## src/rtl/callret_pkg.sv

```systemverilog
package callret_pkg;

  typedef enum logic [2:0] {
    OP_JREG = 3'd0,
    OP_JABS = 3'd1,
    OP_JIND = 3'd2,
    OP_RET  = 3'd3,
    OP_RTE  = 3'd4
  } crs_op_e;

  function automatic logic op_known(input logic [2:0] code);
    return code <= 3'd4;
  endfunction

  function automatic logic op_is_call(input logic [2:0] code);
    return (code == OP_JREG) || (code == OP_JABS) || (code == OP_JIND);
  endfunction

endpackage

```

## src/rtl/crs_timer.sv

```systemverilog
module crs_timer
  import callret_pkg::*;
#(
  parameter int CYC_JREG = 6,
  parameter int CYC_JABS = 8,
  parameter int CYC_JIND = 8,
  parameter int CYC_RET  = 8,
  parameter int CYC_RTE  = 10,
  parameter int SW       = 4
) (
  input  logic          clk,
  input  logic          rst,
  input  logic          start,
  input  logic [2:0]    op,
  output logic          accept,
  output logic          busy,
  output logic          done,
  output logic          last,
  output logic [SW-1:0] step,
  output crs_op_e       op_q
);

  int budget;

  always_comb begin
    case (op_q)
      OP_JREG: budget = CYC_JREG;
      OP_JABS: budget = CYC_JABS;
      OP_JIND: budget = CYC_JIND;
      OP_RET:  budget = CYC_RET;
      default: budget = CYC_RTE;
    endcase
  end

  assign accept = start && !busy && op_known(op);
  assign last   = busy && (step == SW'(budget - 1));

  always_ff @(posedge clk) begin
    if (rst) begin
      busy <= 1'b0;
      done <= 1'b0;
      step <= '0;
      op_q <= OP_JREG;
    end else begin
      done <= 1'b0;
      if (accept) begin
        busy <= 1'b1;
        step <= '0;
        op_q <= crs_op_e'(op);
      end else if (busy) begin
        if (last) begin
          busy <= 1'b0;
          done <= 1'b1;
        end else begin
          step <= step + 1'b1;
        end
      end
    end
  end

endmodule

```

## src/rtl/crs_datapath.sv

```systemverilog
module crs_datapath
  import callret_pkg::*;
#(
  parameter int DW        = 16,
  parameter int CW        = 8,
  parameter int PW        = 8,
  parameter int SW        = 4,
  parameter int LEN_SHORT = 2,
  parameter int LEN_LONG  = 4
) (
  input  logic          clk,
  input  logic          rst,
  input  logic          accept,
  input  logic          busy,
  input  logic          last,
  input  logic [SW-1:0] step,
  input  crs_op_e       op_q,
  input  logic [2:0]    op,
  input  logic [DW-1:0] pc_in,
  input  logic [DW-1:0] sp_in,
  input  logic [CW-1:0] ccr_in,
  input  logic [DW-1:0] reg_in,
  input  logic [DW-1:0] imm_in,
  input  logic [DW-1:0] mem_rdata,
  output logic [DW-1:0] pc_out,
  output logic [DW-1:0] sp_out,
  output logic [CW-1:0] ccr_out,
  output logic [DW-1:0] mem_addr,
  output logic          mem_rd,
  output logic          mem_wr,
  output logic [DW-1:0] mem_wdata
);

  localparam logic [DW-1:0] WORD_STEP = DW'(DW / 8);

  logic [DW-1:0] tgt_q;
  logic [DW-1:0] ret_q;
  logic [PW-1:0] ptr_q;
  logic [DW-1:0] ptr_addr;

  assign ptr_addr = {{(DW-PW){1'b0}}, ptr_q};

  always_ff @(posedge clk) begin
    if (rst) begin
      pc_out    <= '0;
      sp_out    <= '0;
      ccr_out   <= '0;
      tgt_q     <= '0;
      ret_q     <= '0;
      ptr_q     <= '0;
      mem_addr  <= '0;
      mem_wdata <= '0;
      mem_rd    <= 1'b0;
      mem_wr    <= 1'b0;
    end else begin
      mem_rd <= 1'b0;
      mem_wr <= 1'b0;
      if (accept) begin
        pc_out  <= pc_in;
        sp_out  <= sp_in;
        ccr_out <= ccr_in;
        ptr_q   <= imm_in[PW-1:0];
        tgt_q   <= (op == OP_JABS) ? imm_in : reg_in;
        ret_q   <= pc_in + ((op == OP_JABS) ? DW'(LEN_LONG) : DW'(LEN_SHORT));
      end else if (busy) begin
        if (op_is_call(op_q)) begin
          if (step == SW'(0)) sp_out <= sp_out - WORD_STEP;
          if (step == SW'(1)) begin
            mem_wr    <= 1'b1;
            mem_addr  <= sp_out;
            mem_wdata <= ret_q;
          end
          if (op_q == OP_JIND && step == SW'(2)) begin
            mem_rd   <= 1'b1;
            mem_addr <= ptr_addr;
          end
          if (op_q == OP_JIND && step == SW'(4)) tgt_q <= mem_rdata;
        end else if (op_q == OP_RET) begin
          if (step == SW'(0)) begin
            mem_rd   <= 1'b1;
            mem_addr <= sp_out;
          end
          if (step == SW'(2)) begin
            tgt_q  <= mem_rdata;
            sp_out <= sp_out + WORD_STEP;
          end
        end else begin
          if (step == SW'(0) || step == SW'(3)) begin
            mem_rd   <= 1'b1;
            mem_addr <= sp_out;
          end
          if (step == SW'(2)) begin
            ccr_out <= mem_rdata[CW-1:0];
            sp_out  <= sp_out + WORD_STEP;
          end
          if (step == SW'(5)) begin
            tgt_q  <= mem_rdata;
            sp_out <= sp_out + WORD_STEP;
          end
        end
        if (last) pc_out <= tgt_q;
      end
    end
  end

endmodule

```

## src/rtl/callret_seq.sv

```systemverilog
module callret_seq
  import callret_pkg::*;
#(
  parameter int DW        = 16,
  parameter int CW        = 8,
  parameter int PW        = 8,
  parameter int LEN_SHORT = 2,
  parameter int LEN_LONG  = 4,
  parameter int CYC_JREG  = 6,
  parameter int CYC_JABS  = 8,
  parameter int CYC_JIND  = 8,
  parameter int CYC_RET   = 8,
  parameter int CYC_RTE   = 10
) (
  input  logic          clk,
  input  logic          rst,
  input  logic          start,
  input  logic [2:0]    op,
  input  logic [DW-1:0] pc_in,
  input  logic [DW-1:0] sp_in,
  input  logic [CW-1:0] ccr_in,
  input  logic [DW-1:0] reg_in,
  input  logic [DW-1:0] imm_in,
  output logic          busy,
  output logic          done,
  output logic [DW-1:0] pc_out,
  output logic [DW-1:0] sp_out,
  output logic [CW-1:0] ccr_out,
  output logic [DW-1:0] mem_addr,
  output logic          mem_rd,
  output logic          mem_wr,
  output logic [DW-1:0] mem_wdata,
  input  logic [DW-1:0] mem_rdata
);

  localparam int CYC_MAX = (CYC_RTE > CYC_JABS) ? CYC_RTE : CYC_JABS;
  localparam int SW      = $clog2(CYC_MAX + 1);

  logic          accept;
  logic          last;
  logic [SW-1:0] step;
  crs_op_e       op_q;

  crs_timer #(
    .CYC_JREG(CYC_JREG), .CYC_JABS(CYC_JABS), .CYC_JIND(CYC_JIND),
    .CYC_RET(CYC_RET), .CYC_RTE(CYC_RTE), .SW(SW)
  ) u_timer (
    .clk(clk), .rst(rst), .start(start), .op(op),
    .accept(accept), .busy(busy), .done(done), .last(last),
    .step(step), .op_q(op_q)
  );

  crs_datapath #(
    .DW(DW), .CW(CW), .PW(PW), .SW(SW),
    .LEN_SHORT(LEN_SHORT), .LEN_LONG(LEN_LONG)
  ) u_path (
    .clk(clk), .rst(rst), .accept(accept), .busy(busy), .last(last),
    .step(step), .op_q(op_q), .op(op),
    .pc_in(pc_in), .sp_in(sp_in), .ccr_in(ccr_in), .reg_in(reg_in),
    .imm_in(imm_in), .mem_rdata(mem_rdata),
    .pc_out(pc_out), .sp_out(sp_out), .ccr_out(ccr_out),
    .mem_addr(mem_addr), .mem_rd(mem_rd), .mem_wr(mem_wr),
    .mem_wdata(mem_wdata)
  );

endmodule

```

## config.mk

```make
export PLATFORM = sky130hd
export DESIGN_NAME = callret_seq
export DESIGN_NICKNAME = d
export VERILOG_FILES = /design/src/rtl/callret_pkg.sv /design/src/rtl/crs_timer.sv /design/src/rtl/crs_datapath.sv /design/src/rtl/callret_seq.sv
export SDC_FILE = /design/constraint.sdc
export NUM_CORES = 1
export LEC_CHECK = 0
export BUFFER_PORTS_ARGS = -buffer_cell sky130_fd_sc_hd__buf_2
export CAP_MARGIN = 20
export CORE_ASPECT_RATIO = 0.8
export CORE_MARGIN = 3
export CORE_UTILIZATION = 50
export DETAILED_ROUTE_END_ITERATION = 16
export GPL_ROUTABILITY_DRIVEN = 1
export PLACE_DENSITY = 0.76
export SYNTH_ARGS = -nofsm -noshare
export SYNTH_HDL_FRONTEND = slang
export SYNTH_HIERARCHICAL = 1
export SYNTH_SLANG_ARGS = --single-unit
export TNS_END_PERCENT = 100
```

## constraint.sdc

```tcl
create_clock -name clk -period 8 [get_ports clk]
set_input_delay 2 -clock clk [delete_from_list [all_inputs] [get_ports clk]]
set_output_delay 2 -clock clk [all_outputs]
set_load 0.01 [all_outputs]
```

; ---- Word level (Yosys, flattened, before mapping)
; Index checks and enable logic that the tools add are counted.
[classes]
muxes = 41
order_cmp = 1
n_eq_ne = 17
n_addsub = 5
bitwise = 4
n_reduce_logical = 27
[op_table]
columns = op, n
row1 = $mux 16, 24
row2 = $mux 8, 5
row3 = $add 16x16->16, 1
row4 = $add 16x2->16 const B, 1
row5 = $sub 16x2->16 const B, 1
row6 = $reduce_and 4->1, 3
row7 = $mux 1, 10
row8 = $ne 3x3->1 const B, 3
row9 = $eq 4x2->1 const B, 2
row10 = $eq 4x3->1 const B, 2
row11 = $pmux 4 s2, 1
row12 = $eq 3x1->1 const B, 2
row13 = $eq 3x2->1 const B, 2
row14 = $reduce_and 2->1, 3
row15 = $reduce_bool 2->1, 3
row16 = $reduce_or 3->1, 2
row17 = $logic_and 1x1->1, 5
row18 = $reduce_and 5->1, 1
row19 = $add 4x1->4 const B, 1
row20 = $eq 4x1->1 const B, 1
row21 = $eq 4x4->1, 1
row22 = $logic_not 4->1, 1
row23 = $ne 2x2->1 const B, 2
row24 = $ne 4x2->1 const B, 1
row25 = other kinds (12), 17
[word_totals]
output_inout_bits = 76
reg_bits = 123

; ---- Longest topological paths before layout
[logic_depth]
word_depth = 9
depth_mapped = 14

; ---- Cells and area by module
; The synthesis kept the hierarchy.
[modules_own_cells]
columns = mod, instances, seq_area_each_um2, area_per_inst_um2, cells_per_inst
row1 = crs_datapath, 1, 2282.2, 5853.1, 733
row2 = crs_timer, 1, 180.2, 462.9, 51

; ---- Worst setup path after synthesis
; Ideal clock, no wire load.
[synth_path]
path_type = input to register
from = in op[1]
to = reg u_path.ret_q[11]
arrival_time_ns = 3.963
setup_slack_ns = 3.952
required_ns = 7.914
setup_time_ns = 0.086
stages = 9
cell_sequence = nor3b_1 > buf_2 > buf_2 > inv_1 > fa_1 > nor2_1 > nand3_1 > xor2_1 > a211oi_1
[synth_between]
elab_chain_cells = 3
elab_cells_between_ends = 5
cone_classes = add/sub (1) / order compare (1) / eq/ne (1) / mux (1) / reduce/logical (1)
[synth_lines]
columns = item, line
row1 = start: declaration, callret_seq.sv:18  ; input logic [2:0] op,
row2 = $eq 3x1->1, crs_datapath.sv:64  ; ret_q <= pc_in + ((op == OP_JABS) ? DW'(LEN_LONG) : DW'(LEN_SHORT));
row3 = $mux 3, crs_datapath.sv:64
row4 = $add 16x16->16, crs_datapath.sv:64
row5 = end signal: assignment, crs_datapath.sv:64
row6 = end: declaration, crs_datapath.sv:37  ; logic [DW-1:0] ret_q;
; Parallel ways exist; a longest one is shown, timed or not.
; A chain may end at the register's enable or synchronous reset.

; ---- Worst setup path in the final report
[layout_path]
from = in op[1]
to = reg u_path.tgt_q[15]
[layout_between]
elab_chain_cells = 4
elab_cells_between_ends = 10
cone_classes = order compare (1) / eq/ne (3) / mux (2) / reduce/logical (4)
[layout_lines]
columns = item, line
row1 = $le 3x3->1 *, callret_pkg.sv:12  ; return code <= 3'd4;
row2 = $logic_and 1x1->1 *, crs_timer.sv:35  ; assign accept = start && !busy && op_known(op);
row3 = via accept, callret_seq.sv:39  ; logic accept;
row4 = $ne 4x2->1 (no line) (tied with other cells), --
row5 = $reduce_and 4->1 (no line), --
row6 = end signal: assignment, crs_datapath.sv:63  ; tgt_q <= (op == OP_JABS) ? imm_in : reg_in;
row7 = end signal: assignment, crs_datapath.sv:77  ; if (op_q == OP_JIND && step == SW'(4)) tgt_q <= mem_rdata;
row8 = end signal: assignment, crs_datapath.sv:84  ; tgt_q <= mem_rdata;
row9 = end: declaration, crs_datapath.sv:36  ; logic [DW-1:0] tgt_q;
; The timed path passes the listed nets; every way through them passes the cells marked *.

==> results by group <==
Floorplanning
  – Die ar.: 14000 sq um
  – Initial core utilization: 51.6%
  – Core ar.: 12300 sq um
  – Die W: 132 um
  – Row cnt: 36
  – Ports: 170
  – Chip height: 107 um

Min path
  – Hold crit path type: register to register
  – Hold path depth: 2

Layout
  – Fin area: 7750 sq um
  – Number of inserted diodes: 0
  – Layout Nets: 1020
  – Cell Count, Final, Fillers Out: 1102
  – Register area: 2460 sq um
  – Share of cells above drive strength 1: 24.2%
  – Area grow syn2layout: 22.6%
  – Fillers: 1097
  – Area occupied by multi-input gates: 3500 sq um

Synthesis
  – Synth area leader: dfxtp_1
  – Number of distinct library cells after synthesis: 55
  – Asr flop ratio synth: 0%
  – Prevailing post-synth register cell: dfxtp_1
  – Synth top area cells: dfxtp_1 (39%), a21oi_1 (7.8%), mux2i_1 (7.4%)
  – Post-synthesis net count: 886
  – Synth warnings: 6
  – Sequential fraction of the synthesis area: 39.0%
  – Synth Cell Area: 6320 sq um
  – Syn Area/Cell: 8.06 sq um
  – Yosys top cell area share: 39.0%
  – Post-synth EDFFs: 0
  – Synth Register Bits: 123
  – Synth Instances: 784

Power
  – Leakage Power: 3.21 nW
  – Clock power share: 45.2%
  – Int Power: 1.26 mW
  – Switching part of the total: 28.6%
  – PwrDens: 227 nW/um^2
  – Maximum vdd ir drop: 0.160 mV
  – Net Switching: 504 uW
  – Combinational power share: 15.3%
  – Sequential power share: 39.4%

GRT
  – Initial antenna violation count: 0
  – Grt total ovfl: 0
  – First-pass GRT wire length: 28400 um
  – Vias in the first global route: 5299
  – Pin count of the biggest net entering global routing: 93
  – GR Util All Layers: 25.1%

Clock network
  – # clock sinks: 123
  – CTS Buffer Depth: 2
  – Clock Latency Late Sink: 0.42 ns
  – Postcts setup bufs: 0
  – Root Driver: clkbuf_16
  – Clk slew on worst S/H paths: 0.06 ns
  – CTS tree: built
  – CTS Hold Bufs: 0
  – PostCTS Resize Cnt: 0
  – # H-tree levels: 4
  – CTS buffer count: 17

Setup path
  – Buf/Inv on CP: 4
  – Cell family with the largest share of critical-path delay: buffers and inverters
  – CP Class: input port to register
  – Arr. time, crit path: 4.91 ns
  – Worst-path fanout max: 76
  – Critical path depth in cells: 9
  – CP max stage delay: 0.71 ns
  – Critical Path Source Type: input port
  – Reg2reg path depth: 8
  – Worst path cell trace: buf_2 > o21ai_0 > nand2_1 > inv_4 > buf_4 > a21oi_2 > buf_6 > a211o_1 > a21oi_1
  – Crit end category: register
  – WP data required: 8.34 ns
  – Slowest stage cell, crit path: buf_4

Status
  – Outcome: finished clean

Timing
  – Final Setup Violations: 0
  – Tightest Pin Transition: 1.02 ns
  – RSZ-0062 raised after global routing: false
  – Final setup TNS: 0 ns
  – Final hold vios: 0
  – Tmin final: 4.57 ns
  – Final slew viol count: 0
  – Rel. slew slack: 31.7%
  – Tcrit/Tclk final: 57.2%
  – Max Freq: 219 MHz
  – Clk_skew: 0.00987 ns

Routing
  – Detailed-route via count: 6099
  – Pre-antenna DRT Iters: 5
  – 1st-iter DRT viols: 593
  – WL per Instance: 16.2 um
  – ANT nets after route: 0
  – Via/cell ratio: 5.53
  – Drt total wl: 17900 um
  – Post-route DRC: 0

Place
  – Post-DP HPWL: 12600 um
  – DP Area: 7120 sq um
  – Gpl congestion: 0.888
  – Placed cells: 1069
  – Port Buffer Count: 169

Job
  – Max_cap viols: 0
-- logic make-up (layout without fill, tap and decap cells) --
logic type | after synthesis | count (layout) | share of synthesized area (%)
and+or+nand+nor | 319 | 319 | 23.8
DFF | 123 | 123 | 39.0
AOI/OAI and AO/OA | 188 | 188 | 18.6
xor gates and xnor gates | 25 | 25 | 3.59
adders and majority gates | 8 | 8 | 1.70
muxes | 47 | 47 | 7.45
buffers and inverters | 74 | 221 | 5.86
-- per-stage QoR --
step	hold WS, ns	setup WS (ns)	utilization, %	total power [mW]
2_1_floorplan	0.427	3.95	-	0.888
3_3_place_gp	0.440	3.20	58.1	0.967
3_5_place_dp	0.443	3.08	58.1	0.972
4_1_cts	0.449	3.50	63.2	1.77
5_1_grt	0.467	3.20	63.2	1.83
6_report	0.450	3.43	63.2	1.76
-- registers in the layout (all words and copies together) (netlist names) --
| name | count |
|---|---|
| u_path/mem_addr | 16 |
| u_path/mem_wdata | 16 |
| u_path/pc_out | 16 |
| u_path/ret_q | 16 |
| u_path/sp_out | 16 |
| u_path/tgt_q | 16 |
| u_path/ccr_out | 8 |
| u_path/ptr_q | 8 |
| u_timer/step | 4 |
| u_timer/op_q | 3 |
| u_path/mem_rd | 1 |
| u_path/mem_wr | 1 |
| u_timer/busy | 1 |
| u_timer/done | 1 |
-- layout by cell type (no fill, tap or decap), types with 3 or more instances in the layout --
cell type,n
a211o_1,17
a211oi_1,27
a21o_1,3
a21oi_1,96
a221oi_1,3
a311oi_1,5
and3_1,6
buf_2,168
buf_4,8
bufinv_16,3
clkbuf_16,17
clkinv_4,4
dfxtp_1,123
ha_1,7
inv_1,11
inv_6,4
mux2i_1,47
nand2_1,92
nand2b_1,12
nand3_1,38
nand4_1,6
nor2_1,114
nor2b_1,6
nor3_1,10
nor4_1,8
o21ai_0,18
o31ai_1,4
or3_1,10
xnor2_1,9
xor2_1,15
-- path summary, 6_finish.rpt --
kind                                           start              endpoint  slack [ns]
worst max-delay path                           op[1]      u_path/tgt_q[15]        3.43
worst min-delay path            u_path/mem_wdata[15]  u_path/mem_wdata[15]        0.45
worst max register to register          u_timer/busy      u_path/tgt_q[15]        4.41
worst min register to register  u_path/mem_wdata[15]  u_path/mem_wdata[15]        0.45
-- worst min-delay path, stage by stage, from the launching register on --
cell	delay (ns)
dfxtp_1	0.30
nand2_1	0.05
a21oi_1	0.05
-- power groups by stage --
| stage | combinational [mW] | sequential, mW | clock, mW |
|---|---|---|---|
| 2_1_floorplan | 0.196 | 0.692 | 0 |
| 3_3_place_gp | 0.260 | 0.707 | 0 |
| 3_5_place_dp | 0.265 | 0.707 | 0 |
| 4_1_cts | 0.268 | 0.694 | 0.805 |
| 5_1_grt | 0.299 | 0.701 | 0.833 |
| 6_report | 0.270 | 0.695 | 0.797 |
-- cell usage after synthesis (6+ instances only) --
| library cell | number |
|---|---|
| nand3_1 | 38 |
| nand4_1 | 6 |
| buf_2 | 7 |
| nor2_1 | 114 |
| nor3_1 | 10 |
| a21oi_1 | 98 |
| xor2_1 | 15 |
| xnor2_1 | 9 |
| inv_1 | 12 |
| ha_1 | 7 |
| a211oi_1 | 27 |
| dfxtp_1 | 123 |
| nor4_1 | 8 |
| and3_1 | 6 |
| mux2i_1 | 47 |
| or3_1 | 10 |
| nor2b_1 | 6 |
| buf_1 | 10 |
| nand2b_1 | 12 |
| clkbuf_1 | 35 |
| o21ai_0 | 18 |
| a211o_1 | 17 |
| nand2_1 | 92 |
-- per-layer routing --
metal / up-vias / wire [um] / track usage [%]
li1: 3032 / - / -
met1: 2795 / 8810 / 37.7
met2: 247 / 7330 / 34.3
met3: 25 / 1430 / 6.62
met4: 0 / 306 / 8.62
met5: - / 0 / 0
-- area by class of cell --
cell class / instances / share of cell area [%]
well taps: 171 / 2.76
clock inverters: 15 / 2.44
inverters: 12 / 0.614
clock buffers: 17 / 5.49
flip-flops and latches: 123 / 31.8
multi-input cells: 587 / 45.1
repair buffers: 177 / 11.8
Note: power is estimated with default switching activity, not from simulation.
